$ cat src/rtl/cap_timer_pkg.sv
// Package: shared widths and the edge-select encoding for the capture timer.
// Assumes: nothing; pure type and constant definitions.
package cap_timer_pkg;
    localparam int unsigned DEF_CNT_W       = 16;
    localparam int unsigned DEF_SYNC_STAGES = 2;

    typedef enum logic {
        EDGE_RISE = 1'b0,
        EDGE_FALL = 1'b1
    } edge_sel_e;
endpackage

$ cat src/rtl/ict_edge_detect.sv
// Synchronizes an asynchronous input through SYNC_STAGES flops and flags the
// selected edge for one cycle. Assumes SYNC_STAGES >= 2; any pulse of at
// least one clock period is sampled by the first stage.
module ict_edge_detect
    import cap_timer_pkg::*;
#(
    parameter int unsigned SYNC_STAGES = DEF_SYNC_STAGES
) (
    input  logic      clk,
    input  logic      rst_n,
    input  logic      pin_async,
    input  edge_sel_e edge_sel,
    input  logic      enable,
    output logic      edge_hit
);
    logic [SYNC_STAGES-1:0] sync_q;
    logic                   prev_q;
    logic                   sync_out;

    assign sync_out = sync_q[SYNC_STAGES-1];

    // Shift the input through the synchronizer chain and keep the last output.
    always_ff @(posedge clk) begin
        if (!rst_n) begin
            sync_q <= '0;
            prev_q <= 1'b0;
        end else begin
            sync_q <= {sync_q[SYNC_STAGES-2:0], pin_async};
            prev_q <= sync_out;
        end
    end

    // Pick the edge direction requested by the select bit.
    always_comb begin
        if (edge_sel == EDGE_FALL) edge_hit = enable & ~sync_out & prev_q;
        else                       edge_hit = enable & sync_out & ~prev_q;
    end
endmodule

$ cat src/rtl/ict_down_counter.sv
// Down-counter that decrements once per clock while running and wraps from
// zero to all ones. Assumes the preload is honoured only while stopped.
module ict_down_counter
    import cap_timer_pkg::*;
#(
    parameter int unsigned CNT_W = DEF_CNT_W
) (
    input  logic             clk,
    input  logic             rst_n,
    input  logic             run,
    input  logic             load_en,
    input  logic [CNT_W-1:0] load_val,
    output logic [CNT_W-1:0] count,
    output logic             wrap
);
    assign wrap = run && (count == '0);

    // Count down while running, otherwise hold or accept a preload.
    always_ff @(posedge clk) begin
        if (!rst_n)       count <= '1;
        else if (run)     count <= count - 1'b1;
        else if (load_en) count <= load_val;
    end


    dec_step_chk: assert property (@(posedge clk) disable iff (!rst_n)
        run |=> (count == $past(count) - 1'b1));


    wrap_to_ones_chk: assert property (@(posedge clk) disable iff (!rst_n)
        wrap |=> (count == '1));


    hold_stopped_chk: assert property (@(posedge clk) disable iff (!rst_n)
        (!run && !load_en) |=> $stable(count));
endmodule

$ cat src/rtl/ict_pend_flags.sv
// Two independent sticky pending flags with write-one-to-clear. A hardware
// set on the same edge as a clear wins. Assumes set pulses last one cycle.
module ict_pend_flags (
    input  logic clk,
    input  logic rst_n,
    input  logic cap_set,
    input  logic unf_set,
    input  logic cap_clr,
    input  logic unf_clr,
    output logic cap_pend,
    output logic unf_pend
);
    // Update each flag: set has priority over the software clear.
    always_ff @(posedge clk) begin
        if (!rst_n) begin
            cap_pend <= 1'b0;
            unf_pend <= 1'b0;
        end else begin
            cap_pend <= cap_set | (cap_pend & ~cap_clr);
            unf_pend <= unf_set | (unf_pend & ~unf_clr);
        end
    end


    set_wins_chk: assert property (@(posedge clk) disable iff (!rst_n)
        (cap_set && cap_clr) |=> cap_pend);


    dual_set_chk: assert property (@(posedge clk) disable iff (!rst_n)
        (cap_set && unf_set) |=> (cap_pend && unf_pend));


    clear_chk: assert property (@(posedge clk) disable iff (!rst_n)
        (unf_clr && !unf_set) |=> !unf_pend);
endmodule

$ cat src/rtl/capture_timer.sv
// Top of the input-capture timer: synchronizer and edge detector, free-running
// down-counter, capture register, pending flags and the gated interrupt.
// Assumes tmr_in is asynchronous; all control inputs are synchronous to clk.
module capture_timer
    import cap_timer_pkg::*;
#(
    parameter int unsigned CNT_W       = DEF_CNT_W,
    parameter int unsigned SYNC_STAGES = DEF_SYNC_STAGES
) (
    input  logic             clk,
    input  logic             rst_n,
    input  logic             tmr_in,
    input  logic             capture_mode,
    input  logic             edge_falling,
    input  logic             tmr_irq_en,
    input  logic             global_irq_en,
    input  logic             preload_we,
    input  logic [CNT_W-1:0] preload_val,
    input  logic             cap_pend_clr,
    input  logic             unf_pend_clr,
    output logic [CNT_W-1:0] count_val,
    output logic [CNT_W-1:0] capture_val,
    output logic             cap_pend,
    output logic             unf_pend,
    output logic             irq
);
    logic      cap_hit;
    logic      wrap;
    edge_sel_e edge_sel;

    assign edge_sel = edge_falling ? EDGE_FALL : EDGE_RISE;

    ict_edge_detect #(.SYNC_STAGES(SYNC_STAGES)) u_edge (
        .clk       (clk),
        .rst_n     (rst_n),
        .pin_async (tmr_in),
        .edge_sel  (edge_sel),
        .enable    (capture_mode),
        .edge_hit  (cap_hit)
    );

    ict_down_counter #(.CNT_W(CNT_W)) u_cnt (
        .clk      (clk),
        .rst_n    (rst_n),
        .run      (capture_mode),
        .load_en  (preload_we),
        .load_val (preload_val),
        .count    (count_val),
        .wrap     (wrap)
    );

    ict_pend_flags u_flags (
        .clk      (clk),
        .rst_n    (rst_n),
        .cap_set  (cap_hit),
        .unf_set  (wrap),
        .cap_clr  (cap_pend_clr),
        .unf_clr  (unf_pend_clr),
        .cap_pend (cap_pend),
        .unf_pend (unf_pend)
    );

    // Latch the live count when the selected edge is seen.
    always_ff @(posedge clk) begin
        if (!rst_n)       capture_val <= '0;
        else if (cap_hit) capture_val <= count_val;
    end

    // Combine both flags into one interrupt behind the two enables.
    assign irq = (cap_pend | unf_pend) & tmr_irq_en & global_irq_en;


    capture_value_chk: assert property (@(posedge clk) disable iff (!rst_n)
        cap_hit |=> (capture_val == $past(count_val) && cap_pend));


    irq_gate_chk: assert property (@(posedge clk) disable iff (!rst_n)
        irq |-> (tmr_irq_en && global_irq_en));


    no_capture_stopped_chk: assert property (@(posedge clk) disable iff (!rst_n)
        (!capture_mode && !cap_pend_clr && !cap_pend) |=> !cap_pend);
endmodule

$ cat config.mk
export PLATFORM = sky130hd
export DESIGN_NAME = capture_timer
export DESIGN_NICKNAME = d
export VERILOG_FILES = /design/src/rtl/cap_timer_pkg.sv /design/src/rtl/ict_edge_detect.sv /design/src/rtl/ict_down_counter.sv /design/src/rtl/ict_pend_flags.sv /design/src/rtl/capture_timer.sv
export SDC_FILE = /design/constraint.sdc
export NUM_CORES = 1
export LEC_CHECK = 0
export BUFFER_PORTS_ARGS = -buffer_cell sky130_fd_sc_hd__buf_2
export CAP_MARGIN = 20
export CORE_ASPECT_RATIO = 1.2
export CORE_MARGIN = 5
export CORE_UTILIZATION = 49
export DETAILED_ROUTE_END_ITERATION = 7
export MAX_ROUTING_LAYER = met4
export PLACE_DENSITY = 0.88
export SYNTH_ARGS = -nofsm -noshare
export SYNTH_HDL_FRONTEND = slang
export SYNTH_SLANG_ARGS = --single-unit
$ cat constraint.sdc
create_clock -name clk -period 4.65 [get_ports clk]
set_input_delay 0 -clock clk [delete_from_list [all_inputs] [get_ports clk]]
set_output_delay 0 -clock clk [all_outputs]
set_load 0.01 [all_outputs]
== Word-level counts from Yosys, hierarchy flattened ==
Cells that the tools add are included.
Word-level totals
  register bits after elaboration: 37
  input bits: 26
  output and inout port bits: 35
  logic and storage cells: 29
Cells by class
  add/sub/neg operators: 1
  multiplexer cells: 4
  bitwise logic cells: 15
  reduce and logical (&&, ||, !) cells: 3
Operator list (count)
  $mux 16: 2
  $logic_not 16->1: 1
  $sub 16x1->16 const B: 1
  $and 1x1->1: 8
  $not 1->1: 4
  $or 1x1->1: 3
  $mux 1: 2
  $reduce_bool 2->1: 1
  $logic_and 1x1->1: 1

== Longest topological paths before layout ==
  depth in word-level cells: 5
  depth in mapped cells: 6
  depth with buffers taken out: 6

== By module ==
From an unflattened synthesis, not the netlist that was laid out.
Second synthesis, totals
  cells, all modules: 177
  area total of the unflattened synthesis: 1710.4 µm²
Modules (own cells, without submodules)
  ict_down_counter: instances 1, cells each 110, area each 897.1 µm², sequential area each 320.3 µm²
  capture_timer: instances 1, cells each 52, area each 625.6 µm², sequential area each 320.3 µm²
  ict_edge_detect: instances 1, cells each 9, area each 105.1 µm², sequential area each 60.1 µm²
  ict_pend_flags: instances 1, cells each 6, area each 82.6 µm², sequential area each 40.0 µm²

== Least setup slack after synthesis ==
Ideal clock, no wire load.
  kind: register to register
  start point: reg u_cnt.count[0]
  end point: reg u_cnt.count[12]
  setup time: 95 ps
  arrival time: 1607 ps
  path slack: 2947 ps
  stages on the path, launching flop included: 7
  buffers on the path: 0
  clock period less this slack: 1703 ps
  path through: dfxtp_1 inv_1 ha_1 nor3b_4 nand4_4 or4_1 o311ai_1
Between the ends
  word-level cells in the longest chain between the ends: 2
Ends and longest elaborated chain
  start: declaration: line ict_down_counter.sv:13  | output logic [CNT_W-1:0] count,
  start signal: assignment: line ict_down_counter.sv:21  | else if (run) count <= count - 1'b1;
  start signal: assignment: line ict_down_counter.sv:22  | else if (load_en) count <= load_val;
  $sub 16x1->16: line ict_down_counter.sv:21
  $mux 16: line ict_down_counter.sv:21
No other way between the ends.
A chain may end at the register's enable or synchronous reset.

== Final worst setup path ==
Ends and elaborated chain as after synthesis.

==> report_table.html <==
<table>
<tr><th>Metric</th><th>Value</th></tr>
<tr><th colspan="2">Clocking</th></tr>
<tr><td>H-Tree Level Count</td><td>2</td></tr>
<tr><td>Clk_lat worst skew</td><td>just under 0.3 ns</td></tr>
<tr><td>PostCTS Resize Cnt</td><td>0</td></tr>
<tr><td>Clock-pin slew of the registers on the worst-case setup and hold paths</td><td>about 0.070 ns</td></tr>
<tr><td>Library cell used as clock root buffer</td><td>clkbuf_8</td></tr>
<tr><td>Post-CTS Setup Bufs</td><td>0</td></tr>
<tr><td>Clk buf depth</td><td>2</td></tr>
<tr><td>TritonCTS clock tree</td><td>built</td></tr>
<tr><td>Count of clock tree sinks</td><td>37</td></tr>
<tr><td>Number of buffers created by CTS</td><td>5</td></tr>
<tr><th colspan="2">Placement</th></tr>
<tr><td>Port bufs</td><td>60</td></tr>
<tr><td>Estimated wirelength of the detail-placed design</td><td>3100 um</td></tr>
<tr><td># placed instances</td><td>approximately 280</td></tr>
<tr><td>Final weighted congestion of routability-driven global placement</td><td>roughly 0.86</td></tr>
<tr><th colspan="2">Logic synthesis</th></tr>
<tr><td>Average size of a mapped cell</td><td>about 9.2 sq um</td></tr>
<tr><td>Number of warnings printed during yosys synthesis</td><td>0</td></tr>
<tr><td>Share of async-settable or async-resettable flops after synthesis</td><td>0</td></tr>
<tr><td>Synthesized flop and latch total</td><td>37</td></tr>
<tr><td>Syn Inst Count</td><td>197</td></tr>
<tr><td>Leading register cell type out of synthesis</td><td>dfxtp_1</td></tr>
<tr><td>Number of different library cells in the post-synthesis netlist</td><td>45</td></tr>
<tr><td>Net count of the mapped netlist</td><td>roughly 220</td></tr>
<tr><td>Share of the yosys chip area belonging to registers</td><td>0.408</td></tr>
<tr><td>Post-synth design cell area</td><td>about 1800 sq um</td></tr>
<tr><td>Number of flops mapped to enable cells by yosys</td><td>0</td></tr>
<tr><th colspan="2">STA</th></tr>
<tr><td>Worst clock skew</td><td>a little under 0.006 ns</td></tr>
<tr><td>Transition time at the pin with the least slew margin</td><td>about 0.62 ns</td></tr>
<tr><td>Setup tns final</td><td>0 ns</td></tr>
<tr><td>Max-slew violations</td><td>0</td></tr>
<tr><td>Clock period minus final worst setup slack</td><td>about 1.9 ns</td></tr>
<tr><td>Setup repair after global routing missed its margin</td><td>no</td></tr>
<tr><td>Worst slew margin relative to its limit</td><td>0.587</td></tr>
<tr><td># setup viols final</td><td>0</td></tr>
<tr><td>Max Clock Freq</td><td>a little over 500 MHz</td></tr>
<tr><td>Hold violation total from the final report</td><td>0</td></tr>
<tr><td>Share of the clock period used by the worst path after layout</td><td>0.415</td></tr>
<tr><th colspan="2">Hold path</th></tr>
<tr><td>Worst-case hold path end point</td><td>u_cnt.count[0]</td></tr>
<tr><td>Path category of the worst min-delay check</td><td>input pin to flop</td></tr>
<tr><td>Start point of the worst hold path</td><td>preload_val[0]</td></tr>
<tr><td>Number of cells on the worst hold path</td><td>3</td></tr>
<tr><th colspan="2">Routing</th></tr>
<tr><td>Routed wire length per instance</td><td>approximately 15 um</td></tr>
<tr><td>Total number of vias</td><td>1,667</td></tr>
<tr><td>First-iteration detailed-routing DRC count</td><td>47</td></tr>
<tr><td>Drt pass-1 iters</td><td>4</td></tr>
<tr><td>Number of design rule violations left after detail routing</td><td>0</td></tr>
<tr><td>Wire length reported by the detailed router</td><td>4430 um</td></tr>
<tr><td>Antenna-violating nets left</td><td>0</td></tr>
<tr><td>Vias per Instance</td><td>5.67</td></tr>
<tr><th colspan="2">Power and ir drop</th></tr>
<tr><td>Leakage power of the design</td><td>1.08 nW</td></tr>
<tr><td>Total power per unit cell area</td><td>290 nW/um^2</td></tr>
<tr><td>Worst supply voltage drop on vdd</td><td>approximately 0.22 mV</td></tr>
<tr><th colspan="2">Final layout</th></tr>
<tr><td>Layout cell share with drive strength beyond 1</td><td>0.310</td></tr>
<tr><td>ANT cells</td><td>0</td></tr>
<tr><td>Fill cell count</td><td>331</td></tr>
<tr><td>Layout-stage area growth over the synthesis result</td><td>23.8%</td></tr>
<tr><td>Count of nets after finishing</td><td>around 280</td></tr>
<tr><td>Leading cell type in the layout, fill and taps excluded</td><td>buf_2</td></tr>
<tr><td>Final instance count without filler cells</td><td>approximately 300</td></tr>
<tr><td>Total area of sequential cells</td><td>~740 sq um</td></tr>
<tr><td>Most used cells in the layout excluding fill and tap cells</td><td>60 x buf_2, 37 x dfxtp_1, 20 x nor2b_1</td></tr>
<tr><td>Multi-input gate area in the final layout</td><td>approximately 1000 sq um</td></tr>
<tr><th colspan="2">Critical path</th></tr>
<tr><td>Critical-path cell with the highest stage delay</td><td>or4_1</td></tr>
<tr><td>Worst reg2reg endpoint</td><td>u_cnt.count[12]</td></tr>
<tr><td>Required time of the critical path</td><td>4.83 ns</td></tr>
<tr><td>Launch instance of the worst register-to-register path</td><td>u_cnt.count[0]</td></tr>
<tr><td>Setup slack, reg-to-reg</td><td>2.72 ns</td></tr>
<tr><td>CP max stage delay</td><td>0.54 ns</td></tr>
<tr><td>Critical path type</td><td>flop to flop</td></tr>
<tr><td>Kind of end point of the critical path</td><td>flop</td></tr>
<tr><td>Reg2reg path depth</td><td>6</td></tr>
<tr><td>Cell Chain, Critical Path</td><td>inv_1 &gt; ha_1 &gt; nor3b_4 &gt; nand4_4 &gt; or4_1 &gt; o311ai_1</td></tr>
<tr><td>Startpoint type of the worst setup path</td><td>flop</td></tr>
<tr><td>Worst Path Max Fanout</td><td>7</td></tr>
<tr><td>Arrival time reported for the critical path endpoint</td><td>between 2 and 2.5 ns</td></tr>
<tr><th colspan="2">Run</th></tr>
<tr><td>Number of maximum-capacitance violations</td><td>0</td></tr>
<tr><th colspan="2">Floorplan</th></tr>
<tr><td>Area of the core</td><td>3600 sq um</td></tr>
<tr><td>Placement Rows</td><td>24</td></tr>
<tr><td>Count of pins on the block boundary</td><td>just over 60</td></tr>
<tr><td>Die X</td><td>between 60 and 70 um</td></tr>
<tr><td>DIE AREA</td><td>5020 sq um</td></tr>
<tr><td>Die span in y</td><td>between 70 and 80 um</td></tr>
<tr><td>Starting density of the core</td><td>0.503</td></tr>
<tr><th colspan="2">GRT</th></tr>
<tr><td>Global-route wire length before repair</td><td>7310 um</td></tr>
<tr><td>Total track usage</td><td>0.190</td></tr>
<tr><td>Number of global-route vias before repair</td><td>about 1,700</td></tr>
<tr><td>Maximum number of pins on one net before global-route repair</td><td>40</td></tr>
<tr><td>Global route total overflow</td><td>0</td></tr>
<tr><td>Antenna violations before repair</td><td>0</td></tr>
<tr><th colspan="2">Status</th></tr>
<tr><td>Result of the run</td><td>finished clean</td></tr>
</table>
[synth_stat cells, types with 5 or more instances]
cell type / n / area [sq um]
nand4_1: 5 / 31.3
nand3_1: 6 / 30.0
dfxtp_1: 37 / 741
nor2b_1: 20 / 125
nor3_1: 5 / 25.0
clkbuf_1: 8 / 30.0
nor2_1: 9 / 33.8
mux2i_1: 17 / 170
o21ai_0: 13 / 65.1
nand2_1: 10 / 37.5
nand2b_1: 6 / 37.5
[through the flow]
step | power (mW) | area (sq um) | setup slack, ns | hold WS [ns] | util
after floorplan | 0.401 | 1810 | 2.95 | 0.119 | -
after global placement | 0.430 | 2100 | 2.81 | 0.210 | 0.584
after detailed placement | 0.433 | 2100 | 2.76 | 0.219 | 0.584
after CTS | 0.655 | 2230 | 2.71 | 0.000265 | 0.619
after global routing | 0.681 | 2250 | 2.61 | 0.00322 | 0.623
final | 0.652 | 2250 | 2.72 | 0.000407 | 0.623
[routing by layer]
metal / vias up / track usage / routed length (um)
met2: 50 / 0.309 / 2180
met5: - / - / 0
li1: 816 / - / -
met3: 14 / 0.0526 / 253
met1: 787 / 0.211 / 1860
met4: 0 / 0.0934 / 138
[final cells by class]
| type | instances | share of cell area |
|---|---|---|
| Timing Repair Buffer | 65 | 0.158 |
| Clock buffer | 7 | 0.0384 |
| Tap cell | 39 | 0.0217 |
| Inverter | 4 | 0.00669 |
| Sequential cell | 37 | 0.330 |
| Multi-Input combinational cell | 142 | 0.445 |
[worst max-delay path by stage]
stage | start | end | slack [ns] | cells after the start
floorplan | u_cnt.count[0] | u_cnt.count[12] | 2.95 | 6
global placement | u_edge.sync_q[1] | capture_val[0] | 2.81 | 4
detailed placement | u_edge.sync_q[1] | capture_val[3] | 2.76 | 4
CTS | u_cnt.count[0] | u_cnt.count[12] | 2.71 | 6
global route | u_cnt.count[0] | u_cnt.count[12] | 2.61 | 6
finish | u_cnt.count[0] | u_cnt.count[12] | 2.72 | 6
[cell families (layout without fill, tap and decap cells)]
family          Yosys count  in the layout  share of synthesized area
flops                    37             37                      0.408
simple gates             81             81                      0.286
mux                      19             19                      0.106
compound gates           39             39                      0.141
fa+ha+maj                 1              1                    0.00690
xor+xnor                  2              2                    0.00966
buf+inv                  18             76                     0.0428
[state kept, by name, indices dropped and copies added (netlist names)]
signal            cells
capture_val          16
u_cnt.count          16
u_edge.sync_q         2
u_edge.prev_q         1
u_flags.cap_pend      1
u_flags.unf_pend      1
[critical path: cells and delay by family, from the launching register on]
family                   cells  cell delay, ns
AND/OR/NAND/NOR              3            1.01
flip-flops                   1            0.38
adder cells (fa/ha/maj)      1            0.20
AO/OA/AOI/OAI                1            0.13
buffers and inverters        1            0.09
[repair_timing]
| action | in CTS | in global routing |
|---|---|---|
| hold endpoints to repair | 4 | 0 |
| hold buffers | 4 | 0 |
| endpoints found under the setup margin | 0 | 0 |
[power breakdown]
part           switching [mW]  internal [mW]  leakage (nW)
Clock                   0.105          0.117        0.0443
Combinational          0.0415         0.0395         0.738
Sequential             0.0180          0.330         0.302
Total                   0.164          0.487          1.08
No activity file was read; power rests on OpenSTA's default activity.
